[src/rtl/lu_interlock_pkg.sv]
package lu_interlock_pkg;

    localparam int INSTR_W  = 32;
    localparam int OPC_W    = 6;
    localparam int REG_W    = 5;
    localparam int GRP_W    = 3;
    localparam int OPC_LSB  = INSTR_W - OPC_W;
    localparam int SRCA_LSB = OPC_LSB - REG_W;
    localparam int SRCB_LSB = SRCA_LSB - REG_W;
    localparam int HDR_W    = INSTR_W - SRCB_LSB;

    typedef logic [REG_W-1:0] reg_idx_t;
    typedef logic [OPC_W-1:0] opc_t;
    typedef logic [HDR_W-1:0] hdr_t;

    localparam opc_t     OPC_REGREG = 6'b000000;
    localparam opc_t     OPC_JMP    = 6'b000010;
    localparam opc_t     OPC_JMPL   = 6'b000011;
    localparam opc_t     OPC_BREQ   = 6'b000100;
    localparam opc_t     OPC_BRNE   = 6'b000101;
    localparam opc_t     OPC_UPIMM  = 6'b001111;
    localparam logic [GRP_W-1:0] GRP_ALUIMM = 3'b001;
    localparam logic [GRP_W-1:0] GRP_LOAD   = 3'b100;
    localparam logic [GRP_W-1:0] GRP_STORE  = 3'b101;

    typedef enum logic [2:0] {
        CLS_NONE,
        CLS_REGREG,
        CLS_CMPBR,
        CLS_LOAD,
        CLS_STORE,
        CLS_ALUIMM
    } op_class_t;

    typedef struct packed {
        op_class_t cls;
        logic      reads_a;
        logic      reads_b;
        logic      b_is_sdata;
        reg_idx_t  a_idx;
        reg_idx_t  b_idx;
    } dec_t;

    function automatic op_class_t classify(opc_t op);
        op_class_t c;
        if (op == OPC_REGREG)
            c = CLS_REGREG;
        else if (op == OPC_BREQ || op == OPC_BRNE)
            c = CLS_CMPBR;
        else begin
            case (op[OPC_W-1 -: GRP_W])
                GRP_LOAD:   c = CLS_LOAD;
                GRP_STORE:  c = CLS_STORE;
                GRP_ALUIMM: c = (op == OPC_UPIMM) ? CLS_NONE : CLS_ALUIMM;
                default:    c = CLS_NONE;
            endcase
        end
        return c;
    endfunction

    function automatic dec_t decode(hdr_t hdr);
        dec_t d;
        d.cls        = classify(hdr[HDR_W-1 -: OPC_W]);
        d.a_idx      = hdr[HDR_W-OPC_W-1 -: REG_W];
        d.b_idx      = hdr[REG_W-1:0];
        d.reads_a    = (d.cls != CLS_NONE);
        d.reads_b    = (d.cls == CLS_REGREG) || (d.cls == CLS_CMPBR) ||
                       (d.cls == CLS_STORE);
        d.b_is_sdata = (d.cls == CLS_STORE);
        return d;
    endfunction

endpackage

[src/rtl/lu_instr_decode.sv]
module lu_instr_decode
    import lu_interlock_pkg::*;
(
    input  hdr_t hdr,
    output dec_t dec
);

    always_comb begin
        dec = decode(hdr);
    end

endmodule

[src/rtl/lu_hazard_match.sv]
module lu_hazard_match
    import lu_interlock_pkg::*;
#(
    parameter bit STORE_FWD = 1'b1
) (
    input  dec_t prod,
    input  logic prod_valid,
    input  dec_t cons,
    input  logic cons_valid,
    output logic raw_hazard
);

    logic dest_live;
    logic b_needed;
    logic hit_a;
    logic hit_b;

    // Only a valid load with a non-zero destination can create a conflict.
    assign dest_live = prod_valid && cons_valid &&
                       (prod.cls == CLS_LOAD) && (prod.b_idx != '0);

    generate
        if (STORE_FWD) begin : g_store_fwd
            // Store data is picked up later by the memory-input forward path.
            assign b_needed = cons.reads_b && !cons.b_is_sdata;
        end else begin : g_store_nofwd
            assign b_needed = cons.reads_b;
        end
    endgenerate

    assign hit_a      = dest_live && cons.reads_a && (cons.a_idx == prod.b_idx);
    assign hit_b      = dest_live && b_needed     && (cons.b_idx == prod.b_idx);
    assign raw_hazard = hit_a || hit_b;

endmodule

[src/rtl/lu_interlock.sv]
module lu_interlock
    import lu_interlock_pkg::*;
#(
    parameter bit STORE_FWD = 1'b1
) (
    input  logic        clk,
    input  logic        rst,
    input  logic [31:0] ifid_instr,
    input  logic        ifid_valid,
    input  logic [31:0] idex_instr,
    input  logic        idex_valid,
    output logic        pc_we,
    output logic        ifid_we,
    output logic        idex_bubble
);

    localparam int NSTAGE = 2;
    localparam int ST_ID  = 0;
    localparam int ST_EX  = 1;

    logic [INSTR_W-1:0] stage_instr [NSTAGE];
    dec_t               stage_dec   [NSTAGE];
    logic               raw_hazard;
    logic               stall;
    logic               bubble_q;
    logic               unused_lo;

    assign stage_instr[ST_ID] = ifid_instr;
    assign stage_instr[ST_EX] = idex_instr;
    assign unused_lo = ^{ifid_instr[SRCB_LSB-1:0], idex_instr[SRCB_LSB-1:0]};

    for (genvar s = 0; s < NSTAGE; s++) begin : g_dec
        lu_instr_decode u_dec (
            .hdr (stage_instr[s][INSTR_W-1:SRCB_LSB]),
            .dec (stage_dec[s])
        );
    end

    lu_hazard_match #(.STORE_FWD(STORE_FWD)) u_match (
        .prod       (stage_dec[ST_EX]),
        .prod_valid (idex_valid),
        .cons       (stage_dec[ST_ID]),
        .cons_valid (ifid_valid),
        .raw_hazard (raw_hazard)
    );

    // The held instruction always issues in the cycle after a bubble.
    assign stall       = !rst && raw_hazard && !bubble_q;
    assign pc_we       = !stall;
    assign ifid_we     = !stall;
    assign idex_bubble = stall;

    always_ff @(posedge clk) begin
        if (rst) bubble_q <= 1'b0;
        else     bubble_q <= stall;
    end

    AST_STALL_NEEDS_LOAD: assert property (@(posedge clk) disable iff (rst)
        idex_bubble |-> (idex_valid && stage_dec[ST_EX].cls == CLS_LOAD));
    AST_ZERO_DEST_QUIET: assert property (@(posedge clk) disable iff (rst)
        (stage_dec[ST_EX].b_idx == '0) |-> !idex_bubble);
    AST_INVALID_QUIET: assert property (@(posedge clk) disable iff (rst)
        (!ifid_valid || !idex_valid) |-> !idex_bubble);
    AST_NOREAD_QUIET: assert property (@(posedge clk) disable iff (rst)
        (!stage_dec[ST_ID].reads_a && !stage_dec[ST_ID].reads_b) |-> !idex_bubble);
    AST_FROZEN_ON_BUBBLE: assert property (@(posedge clk) disable iff (rst)
        idex_bubble |-> (!pc_we && !ifid_we));
    AST_SINGLE_BUBBLE: assert property (@(posedge clk) disable iff (rst)
        idex_bubble |=> !idex_bubble);
    AST_RESET_CLEAR: assert property (@(posedge clk)
        rst |=> !bubble_q);

    generate
        if (STORE_FWD) begin : g_chk_store
            AST_STORE_DATA_FREE: assert property (@(posedge clk) disable iff (rst)
                (stage_dec[ST_ID].cls == CLS_STORE &&
                 stage_dec[ST_ID].a_idx != stage_dec[ST_EX].b_idx) |-> !idex_bubble);
        end
    endgenerate

endmodule

[config.mk]
export PLATFORM = sky130hd
export DESIGN_NAME = lu_interlock
export DESIGN_NICKNAME = d
export VERILOG_FILES = /design/src/rtl/lu_interlock_pkg.sv /design/src/rtl/lu_instr_decode.sv /design/src/rtl/lu_hazard_match.sv /design/src/rtl/lu_interlock.sv
export SDC_FILE = /design/constraint.sdc
export NUM_CORES = 1
export LEC_CHECK = 0
export ABC_AREA = 1
export BUFFER_PORTS_ARGS = -buffer_cell sky130_fd_sc_hd__buf_2
export CORE_MARGIN = 3
export CORE_UTILIZATION = 21
export CTS_CLUSTER_SIZE = 24
export DETAILED_ROUTE_END_ITERATION = 6
export PLACE_DENSITY = 0.77
export RECOVER_POWER = 50
export SLEW_MARGIN = 20
export SYNTH_ARGS = -nofsm -noshare
export SYNTH_HDL_FRONTEND = slang
export SYNTH_SLANG_ARGS = --single-unit
[constraint.sdc]
create_clock -name clk -period 1.2 [get_ports clk]
set_input_delay 0.06 -clock clk [delete_from_list [all_inputs] [get_ports clk]]
set_output_delay 0.06 -clock clk [all_outputs]
set_load 0.01 [all_outputs]
==> flow_summary.toml <==
[run_status]
run_status = "finished, final reports clean"

[synth]
yosys-top-cells-count = "nand2_1, nor2_1, inv_1"
synth.area.mux_share_pct = 0
async_reset_ff_share_pct = 0
synth_cell_types = 16
synth_most_common_cell = "nand2_1"
synth_xor_area_share_pct = 17.6
synth_top_family_by_area = "simple AND/OR/NAND/NOR gates"
synthSimpleGateAreaFrac_pct = 57.1
ys_ff_latch = 1
synth_top_area_share_pct = 23.9
synth_compound_area_share_pct = 3.36
syn_area_per_cell_um2 = 5.05
ys_top_cells_by_area = "nand2_1, nor2_1, xnor2_1"
syn_area_um2 = 298
synth_flop_cell = "dfxtp_1"
yosysTopAreaCell = "nand2_1"
seq_area_frac_synth_pct = 6.72
yosys_warnings = 0
syn-instance-count = 59
synth-edff-count = 0
syn_nets = 127
synth_fa_ha_area_share_pct = 0

[timing]
fin_crit_ps = 960
tightestPinTransition_ps = 163
slew_violations = 0
finalCritPeriodShare_pct = 80.0
tns_ps = 0
fin_skew_ps = 0
hold_viol = 0
fmaxAchievable_mhz = 1040
finalSetupViolCount = 0
rsz0062_at_grt = "false"
relSlewSlack_pct = 89.1

[cells_and_area]
num_antenna_cells = 0
largest_register_ffs = 1
layout-drive-gt1-share_pct = 40.9
regMostFlops = "bubble_q"
reg.largest.list = "bubble_q x1"
area_delta_synth_final_pct = 53.4
final_nets = 158

[detailed_routing]
drc_errors = 0
ant_nets = 0
wl_per_cell_um = 7.93
drtPass1Iterations = 4
routed_via_density = 4.28
wirelength_um = 809
num_vias = 437
dr.first_iter.drc_count = 4

[cts]
ctsResizeCount = 0
clk_latency_ps = 0
clk_pin_slew_ps = 0
hold_buffers = 0
post_cts_buffers = 0

[power]
totalPowerFinal_mw = 0.150
p_per_area_nw_per_um2 = 329
p_leak_nw = 0.276
ir_drop_mv = 0.0952

[hold_path]
worstHoldStart = "ifid_instr[25]"
hold_class = "input port to flip-flop"

[floorplan]
num_rows = 12
start_util_pct = 24.5
fp.dieW_um = 43.7
num_io_pins = 71
die_area_um2 = 1910
die_h_um = 43.7
core-area_um2 = 1220

[setup_path]
end_kind = "output pin"
critPathLaunch = "bubble_q"
timing.rr.start = "bubble_q"
critPathMaxFanout = 3
critPathKind = "flip-flop to output pin"
worst_ep_arrival_time_ps = 900
critical_path_required_ps = 1140
cp-start-kind = "flip-flop"

[place]
place_congestion = 0.711
io_buffers = 30
hpwl_um = 780

[global_route]
grt_max_degree = 5
grt_usage_pct = 7.67
grt_pass1_vias = 358
grt-ovfl-total = 0
grt_pass1_wl_um = 1250
antenna_found_initial = 0

[job]
drv_cap = 0
## path summary, 6_finish.rpt
kind         endpoint  slack, ps  cells after the start
max             pc_we        240                      7
min          bubble_q        410                      4
max reg2reg  bubble_q        370                      5
min reg2reg  bubble_q        600                      5
## cells by family (layout without fill, tap and decap cells)
logic type	count (synthesis)	count (layout)
AOI/OAI and AO/OA	2	2
xor gates and xnor gates	6	6
buffers and inverters	11	40
DFF	1	1
and+or+nand+nor	39	39
## metal layers
metal | global-route usage (%) | routed length, um | vias up
met5 | 0 | 0 | -
met4 | 0 | 0 | 0
met3 | 1.24 | 138 | 0
met2 | 15.4 | 372 | 24
met1 | 8.72 | 298 | 179
li1 | - | - | 234
## area by class of cell
type	instances	area, um^2
fill	148	759
multi-input combinational	47	233
timing repair buffer	30	149
inverter	10	37.5
sequential	1	20.0
tap	14	17.5
## metrics by stage
stage / std cells / hold slack [ps] / setup slack, ps / cell area [um^2] / util (%)
CTS: 102 / 421 / 220 / 458 / 37.7
global route: 102 / 472 / 89.3 / 457 / 37.6
detailed placement: 102 / 420 / 228 / 458 / 37.7
global placement: 102 / 415 / 251 / 458 / 37.7
finish: 102 / 415 / 240 / 457 / 37.6
floorplan: 59 / 296 / 237 / 298 / -
## power breakdown
group | total [mW] | internal (mW) | leakage, nW | switching (mW)
sequential | 0.0339 | 0.0339 | 0.00805 | 0.00000248
combinational | 0.116 | 0.0610 | 0.268 | 0.0554
clock | 0 | 0 | 0 | 0
## critical path, cell delays in order (launching register included)
cell	delay (ps)
dfxtp_1	270
nor3_1	130
nand2_1	80
nor2_1	90
nand2_1	80
inv_1	60
nand2_1	60
buf_2	140
## cells in the final DEF, fill, tap and decap left out
cell	n
buf_2	29
nand2_1	19
nor2_1	10
inv_1	7
xnor2_1	4
nand3_1	2
xor2_1	2
inv_2	2
nor2_2	2
nand2_2	2
nor3_1	2
a21oi_1	2
clkinv_1	1
nand3_2	1
nand4_1	1
dfxtp_1	1
clkbuf_1	1
No activity file was read; power rests on OpenSTA's default activity.
